File: config.mk
export PLATFORM = sky130hd
export DESIGN_NAME = elapsed_rtc
export DESIGN_NICKNAME = d
export VERILOG_FILES = /design/src/rtl/rtc_pkg.sv /design/src/rtl/rtc_ctrl.sv /design/src/rtl/rtc_datapath.sv /design/src/rtl/elapsed_rtc.sv
export SDC_FILE = /design/constraint.sdc
export NUM_CORES = 1
export LEC_CHECK = 0
export BUFFER_PORTS_ARGS = -buffer_cell sky130_fd_sc_hd__buf_2
export CAP_MARGIN = 10
export CORE_MARGIN = 2
export CORE_UTILIZATION = 60
export CTS_CLUSTER_SIZE = 20
export DETAILED_ROUTE_END_ITERATION = 7
export PLACE_DENSITY = 0.78
export SLEW_MARGIN = 20
export SYNTH_ARGS = -nofsm -noshare
export SYNTH_HDL_FRONTEND = slang
export SYNTH_HIERARCHICAL = 1
export SYNTH_SLANG_ARGS = --single-unit
export TNS_END_PERCENT = 1
File: constraint.sdc
create_clock -name clk -period 4.5 [get_ports clk]
set_input_delay 0.225 -clock clk [delete_from_list [all_inputs] [get_ports clk]]
set_output_delay 0.225 -clock clk [all_outputs]
set_load 0.1 [all_outputs]
File: src/rtl/rtc_pkg.sv
package rtc_pkg;
  localparam int DATA_W       = 16;
  localparam int ADDR_W       = 5;
  localparam int TIME_WORDS   = 3;
  localparam int RELOAD_WORDS = 2;
  localparam int STAT_W       = 4;

  typedef enum logic [2:0] {
    RD_ZERO, RD_TIME, RD_CMP, RD_RELOAD, RD_COUNT, RD_STAT
  } rdKind_e;

  // strobes from decode to datapath
  typedef struct packed {
    logic [TIME_WORDS-1:0]   wrTime;
    logic [TIME_WORDS-1:0]   wrCmp;
    logic [RELOAD_WORDS-1:0] wrReload;
    logic                    clrStat;
    rdKind_e                 rdKind;
    logic [1:0]              rdIdx;
  } rtcCtrl_t;
endpackage

File: src/rtl/rtc_ctrl.sv
module rtc_ctrl
  import rtc_pkg::*;
#(
  parameter int TIME_BASE   = 'h00,
  parameter int CMP_BASE    = 'h08,
  parameter int RELOAD_BASE = 'h10,
  parameter int COUNT_BASE  = 'h14,
  parameter int STAT_OFF    = 'h1E
) (
  input  logic              busSel,
  input  logic [ADDR_W-1:0] busAddr,
  input  logic              busWr,
  output rtcCtrl_t          ctrl
);
  logic [TIME_WORDS-1:0]   hitTime, hitCmp;
  logic [RELOAD_WORDS-1:0] hitReload, hitCount;
  logic                    hitStat;

  for (genvar i = 0; i < TIME_WORDS; i++) begin : g_timeHit
    assign hitTime[i] = !busSel && (busAddr == ADDR_W'(TIME_BASE + 2*i));
    assign hitCmp[i]  = !busSel && (busAddr == ADDR_W'(CMP_BASE + 2*i));
  end
  for (genvar i = 0; i < RELOAD_WORDS; i++) begin : g_relHit
    assign hitReload[i] = !busSel && (busAddr == ADDR_W'(RELOAD_BASE + 2*i));
    assign hitCount[i]  = !busSel && (busAddr == ADDR_W'(COUNT_BASE + 2*i));
  end
  assign hitStat = busSel && (busAddr == ADDR_W'(STAT_OFF));

  always_comb begin
    ctrl          = '0;
    ctrl.wrTime   = busWr ? hitTime : '0;
    ctrl.wrCmp    = busWr ? hitCmp : '0;
    ctrl.wrReload = busWr ? hitReload : '0;
    ctrl.clrStat  = busWr && hitStat;
    ctrl.rdKind   = RD_ZERO;
    for (int i = 0; i < TIME_WORDS; i++) begin
      if (hitTime[i]) begin ctrl.rdKind = RD_TIME; ctrl.rdIdx = 2'(i); end
      if (hitCmp[i])  begin ctrl.rdKind = RD_CMP;  ctrl.rdIdx = 2'(i); end
    end
    for (int i = 0; i < RELOAD_WORDS; i++) begin
      if (hitReload[i]) begin ctrl.rdKind = RD_RELOAD; ctrl.rdIdx = 2'(i); end
      if (hitCount[i])  begin ctrl.rdKind = RD_COUNT;  ctrl.rdIdx = 2'(i); end
    end
    if (hitStat) ctrl.rdKind = RD_STAT;
  end
endmodule

File: src/rtl/rtc_datapath.sv
module rtc_datapath
  import rtc_pkg::*;
(
  input  logic              clk,
  input  logic              rstN,
  input  logic              tickEn,
  input  rtcCtrl_t          ctrl,
  input  logic [DATA_W-1:0] wdata,
  output logic [DATA_W-1:0] rdData,
  output logic              alarmIrq,
  output logic              periodIrq
);
  localparam int TIME_W   = DATA_W * TIME_WORDS;
  localparam int RELOAD_W = DATA_W * RELOAD_WORDS;

  logic [TIME_W-1:0]   timeQ, timeD, cmpQ, cmpD;
  logic [RELOAD_W-1:0] reloadQ, reloadD, cntQ, cntD;
  logic [1:0]          statQ, statD;
  logic                prevMatch, match, alarmEv, periodEv;

  always_comb begin
    timeD   = timeQ + TIME_W'(tickEn);
    cmpD    = cmpQ;
    reloadD = reloadQ;
    for (int i = 0; i < TIME_WORDS; i++) begin
      if (ctrl.wrTime[i]) timeD[i*DATA_W +: DATA_W] = wdata;
      if (ctrl.wrCmp[i])  cmpD[i*DATA_W +: DATA_W]  = wdata;
    end
    for (int i = 0; i < RELOAD_WORDS; i++)
      if (ctrl.wrReload[i]) reloadD[i*DATA_W +: DATA_W] = wdata;
  end

  assign match   = (cmpQ != '0) && (timeQ == cmpQ);
  assign alarmEv = match && !prevMatch;

  always_comb begin
    cntD     = cntQ;
    periodEv = 1'b0;
    if (|ctrl.wrReload)        cntD = reloadD;
    else if (reloadQ == '0)    cntD = '0;
    else if (tickEn) begin
      if (cntQ <= RELOAD_W'(1)) begin
        cntD     = reloadQ;
        periodEv = 1'b1;
      end else begin
        cntD = cntQ - RELOAD_W'(1);
      end
    end
  end

  always_comb begin
    statD[0] = alarmEv  || (statQ[0] && !(ctrl.clrStat && wdata[0]));
    statD[1] = periodEv || (statQ[1] && !(ctrl.clrStat && wdata[1]));
  end

  always_ff @(posedge clk) begin
    if (!rstN) begin
      timeQ <= '0; cmpQ <= '0; reloadQ <= '0; cntQ <= '0;
      statQ <= '0; prevMatch <= 1'b0;
    end else begin
      timeQ <= timeD; cmpQ <= cmpD; reloadQ <= reloadD; cntQ <= cntD;
      statQ <= statD; prevMatch <= match;
    end
  end

  always_comb begin
    unique case (ctrl.rdKind)
      RD_TIME:   rdData = timeQ[ctrl.rdIdx*DATA_W +: DATA_W];
      RD_CMP:    rdData = cmpQ[ctrl.rdIdx*DATA_W +: DATA_W];
      RD_RELOAD: rdData = reloadQ[ctrl.rdIdx[0]*DATA_W +: DATA_W];
      RD_COUNT:  rdData = cntQ[ctrl.rdIdx[0]*DATA_W +: DATA_W];
      RD_STAT:   rdData = DATA_W'({{(STAT_W-2){1'b0}}, statQ});
      default:   rdData = '0;
    endcase
  end

  assign alarmIrq  = statQ[0];
  assign periodIrq = statQ[1];
endmodule

File: src/rtl/elapsed_rtc.sv
module elapsed_rtc
  import rtc_pkg::*;
(
  input  logic              clk,
  input  logic              rstN,
  input  logic              tickEn,
  input  logic              busSel,
  input  logic [ADDR_W-1:0] busAddr,
  input  logic              busWr,
  input  logic [DATA_W-1:0] busWdata,
  output logic [DATA_W-1:0] rdData,
  output logic              alarmIrq,
  output logic              periodIrq
);
  rtcCtrl_t ctrl;

  rtc_ctrl u_ctrl (
    .busSel(busSel), .busAddr(busAddr), .busWr(busWr), .ctrl(ctrl)
  );

  rtc_datapath u_dp (
    .clk(clk), .rstN(rstN), .tickEn(tickEn), .ctrl(ctrl), .wdata(busWdata),
    .rdData(rdData), .alarmIrq(alarmIrq), .periodIrq(periodIrq)
  );
endmodule

# Word-level counts from Yosys, hierarchy flattened
# Index checks and enable logic that the tools add are counted.
[word_totals]
elab_cells = 88
output_inout_bits = 18
ff_bits = 163
in_bits = 26
[classes]
eq_ne = 16
order_cmp = 1
shift = 4
n_addsub = 2
mux = 28
reduce_logical = 29
[ops]
columns = ["op", "count"]
rows = [
  ["32-bit two-way mux", 4],
  ["48-bit by 7-bit variable part select with 16-bit output", 2],
  ["16-bit two-way mux", 5],
  ["16-bit case mux with 5 select lines", 1],
  ["32-bit by 6-bit variable part select with 16-bit output", 2],
  ["48-bit by 1-bit adder with 48-bit output", 1],
  ["48-bit equality test", 1],
  ["48-bit nonzero test", 1],
  ["32-bit by 1-bit less-or-equal comparator with 1-bit output, second input constant", 1],
  ["32-bit zero test", 1],
  ["32-bit by 1-bit subtractor with 32-bit output, second input constant", 1],
  ["5-bit equality test, second input constant", 5],
  ["4-bit two-way mux", 6],
  ["1-bit logical AND", 18],
  ["5-bit by 4-bit equality test with 1-bit output, second input constant", 3],
  ["5-bit two-way mux", 3],
  ["3-bit two-way mux", 4],
  ["3-bit by 2-bit equality test with 1-bit output, second input constant", 2],
  ["3-bit equality test, second input constant", 2],
  ["5-bit by 2-bit equality test with 1-bit output, second input constant", 1],
  ["5-bit by 3-bit equality test with 1-bit output, second input constant", 1],
  ["5-bit zero test", 1],
  ["1-bit zero test", 4],
  ["1-bit two-way mux", 4],
  ["other kinds (5)", 6],
]

# Logic depth before layout (Yosys ltp)
[depth]
word_depth = 15
mapped_depth = 12
mapped_depth_nobuf = 8

# By module
# Netlist, hierarchy kept.
[modules_own_cells]
columns = ["module", "seq_area_each_um2", "area_each_um2", "cells_each", "n_inst"]
rows = [
  ["rtc_datapath", 3263.1, 10263.6, 1243, 1],
  ["rtc_ctrl", 0.0, 229.0, 33, 1],
]

# Worst setup path before layout
# Ideal clock, no wire load.
[synth_path]
kind = "input -> output"
start = "input port busAddr[4]"
end = "output port rdData[4]"
path_stages = 11
setup_slack_ps = 87
required_ps = 4275
t_arrival_ps = 4188
n_path_buf = 4
cell_sequence = "buf_6 -> or4_4 -> buf_6 -> o22ai_1 -> nor3b_1 -> clkbuf_1 -> clkbuf_1 -> nand2_1 -> a21oi_1 -> nor2_1 -> a31oi_1"
[synth_rtl]
columns = ["item", "line_no", "rtl"]
rows = [
  ["start, declared", "elapsed_rtc.sv:8", "input logic [ADDR_W-1:0] busAddr,"],
  ["end, declared", "elapsed_rtc.sv:11", "output logic [DATA_W-1:0] rdData,"],
]

==> summary.md <==
The flow ran to the end, but the final reports show violations. The checks that failed: DRC. In this run, placement finished with an instance count of 1459. The register area share after synthesis is 31.10%, and the cell count after synthesis is 1276. For this run, the number of standard cells in the final layout without fillers is 1492. In the layout the commonest cells are sky130_fd_sc_hd__dfxtp_1 (163), sky130_fd_sc_hd__nor2_1 (153), sky130_fd_sc_hd__mux2i_1 (106).

The die is 136.2 um wide. Timing analysis after detailed placement gives a worst setup slack of 1013 ps. After detailed routing, the total wire length is 34.79 mm. The clock arrives with 9.185 ps of skew.

Summing all placed instances gives a cell area of 10740 um2. The global-route usage over all layers is 37.99%, and the clock input transition at the sequential cells of the worst setup and hold paths is 70 ps. Yosys printed 6 warnings. Leaving out fill and tap cells, the most frequent cell in the layout is sky130_fd_sc_hd__dfxtp_1. The synthesis-to-layout area growth is 7.954%, and the maximum level of the CTS H-tree is 4.

For the number of nets in the layout, the log shows 1283. The number of inserted filler cells in the final layout was 1468. Across the run, the number of max-cap violations was 0.

The number of nets handed over by synthesis was 1306. The die covers 18560 um2. The initial antenna violation count was 1.

Summing every instance area after synthesis gives 10490 um2. Buffers placed on the I/O ports in this run total 43. The standard-cell row count was 48; the share of flip-flops with an asynchronous set or reset was 0%.

Once the clock tree was built, the setup fixing pass inserted 0 buffers. Data arrives at the worst endpoint at 3350 ps. Setup repair after global routing left no endpoint under its margin.

The power density over the cells came out at 373.4 nW/um2. The tree is rooted in a sky130_fd_sc_hd__clkbuf_16. The maximum vdd drop is 0.0002726 V, and the post-CTS resize count is 0. Post-synthesis cell type count: 80. The CTS buffer count was 17.

The tightest min-delay check is of the in -> reg type. The worst setup path is launched from an input port. The first routing iteration left 1722 violations. The detailed-route wire length per cell was 23.32 um; the flip-flop and latch count after synthesis was 163. The vertical die dimension is 136.2 um, and the number of global-route vias before repair is 9202. After detailed routing, the number of remaining DRC violations is 3. The highest clock frequency the design can meet was 279.7 MHz.

The routability congestion estimate was 1.067. For the accumulated negative setup slack, the log shows 0 ps. Entering global routing, the biggest net connects 70 pins.

At the worst endpoint, the required time is 4280 ps. The first TritonRoute pass finished after 8 iterations. 44 I/O pins were placed. The setup slack of the critical path after layout is 925.1 ps. The total via count after detailed routing is 10340, and the clock latency reported for the late side of the worst-skew pair is 430 ps. Delay contributed by the slowest stage of the critical path: 560 ps. The clock period could shrink to 3575 ps. The wire length of the first global-routing pass is 53.70 mm, and the starting utilization of the core area is 61.09%. Cell type of the slowest stage on the worst timing path: sky130_fd_sc_hd__or4_4. The part of the cycle the worst path needs came out at 79.44%.

The cts-stage hold buffer count came out at 0. The most frequently used flop master after synthesis is sky130_fd_sc_hd__dfxtp_1. The total clock sinks was 163; the final max-slew violation count was 0.

After synthesis, the mean cell area works out to 8.223 um2. In this run the worst path has a maximum fanout of 40. The logs give 24.26 mm for the HPWL reported at the end of detailed placement and 4.011 nW for the total leakage power. Setup violations remaining at the end of the flow were counted as 0.

The tools report the remaining antenna violation count as 0. At the pin with the least slew margin, the transition time is 1120 ps. Yosys mapped a number of flops with a built-in enable equal to 0.

The worst pin sits at a relative slew slack of 25.29%. Traced cell by cell, the critical path runs through buf_2, or4_4, o22ai_1, nor3b_2, buf_4, mux4_2, o22ai_1, nor3_1, a221o_1, buf_2. The total grt overflow is 0. The average vias per placed instance came out at 6.931.

In the final layout, the share of cells above drive strength 1 is 12.16%. The clock tree buffer depth was 2; the area of the placeable core was 17180 um2. The category of the worst setup path capture point was an output pin. The worst setup path is of the in -> out kind.

The tools report the final-report hold violation count as 0. TritonCTS built the clock tree. With fillers left out, the area of the finished cells amounts to 11330 um2.
## metrics by stage
step / total power (W) / hold slack [ps] / utilization [%]
after CTS: 0.004186 / 186.6 / 65.93
final: 0.004230 / 200.9 / 65.95
after global routing: 0.004405 / 211.6 / 65.93
after detailed placement: 0.002738 / 462.0 / 62.53
after global placement: 0.002718 / 447.2 / 62.53
after floorplan: 0.002467 / 445.6 / -
## worst max-delay path, delay by kind of cell
| kind | cells | cell delay [ps] |
|---|---|---|
| simple gates | 3 | 900 |
| compound gates | 3 | 930 |
| buf+inv | 3 | 900 |
| mux | 1 | 390 |
## synth_stat cells, types with 26 or more instances
library cell | instances | area share, %
sky130_fd_sc_hd__dfxtp_1 | 163 | 31
sky130_fd_sc_hd__nor2_1 | 155 | 5.5
sky130_fd_sc_hd__mux2i_1 | 106 | 10
sky130_fd_sc_hd__clkbuf_1 | 85 | 3.0
sky130_fd_sc_hd__o21ai_0 | 80 | 3.8
sky130_fd_sc_hd__a21oi_1 | 73 | 3.5
sky130_fd_sc_hd__nand2_1 | 71 | 2.5
sky130_fd_sc_hd__xnor2_1 | 57 | 4.8
sky130_fd_sc_hd__xor2_1 | 49 | 4.1
sky130_fd_sc_hd__nor4_1 | 43 | 2.6
sky130_fd_sc_hd__nor3_1 | 40 | 1.9
sky130_fd_sc_hd__inv_1 | 32 | 1.1
sky130_fd_sc_hd__nand4_1 | 26 | 1.6
## where the power goes
group | switching [W] | leakage, nW | internal, W
Sequential | 0.0000653 | 1.32 | 0.00148
Combinational | 0.000777 | 2.42 | 0.000449
Clock | 0.000633 | 0.276 | 0.000827
## state kept, by name (all words and copies together) (netlist names)
register,flops
u_dp/reloadQ,32
u_dp/statQ,2
u_dp/prevMatch,1
u_dp/timeQ,48
u_dp/cmpQ,48
u_dp/cntQ,32
## kinds of logic after synthesis
logic type,after synthesis,synth area share (%)
and+or+nand+nor,426,20.51
adders and majority gates,4,0.4770
xor gates and xnor gates,106,8.848
muxes,130,14.66
AOI/OAI and AO/OA,299,18.28
DFF,163,31.10
buffers and inverters,148,6.129
## path summary, 6_finish.rpt
check | from | to | slack [ps] | depth (start not counted)
worst max register to register | u_dp/cntQ[6] | u_dp/cntQ[5] | 1250 | 7
worst min-delay path | busWdata[11] | u_dp/reloadQ[11] | 200 | 3
worst min register to register | u_dp/prevMatch | u_dp/statQ[0] | 470 | 2
worst max-delay path | busAddr[4] | rdData[0] | 930 | 10
## cell type report
cell class	count	area (um2)	area share, %
multi-input cells	965	6634	58.57
flip-flops and latches	163	3263	28.81
clock buffers	19	432.9	3.822
repair buffers	72	432.9	3.822
well taps	225	281.5	2.485
clock inverters	13	151.4	1.337
inverters	34	128.9	1.138
diodes	1	2.502	0.02209
## layer usage
metal / wire, um / global-route usage [%] / vias to the layer above
li1: - / - / 4617
met1: 14350 / 55.13 / 4838
met2: 14490 / 54.91 / 769
met3: 4798 / 9.732 / 117
met4: 1151 / 11.98 / 0
met5: 0 / 0 / -
No activity file was read; power rests on OpenSTA's default activity.
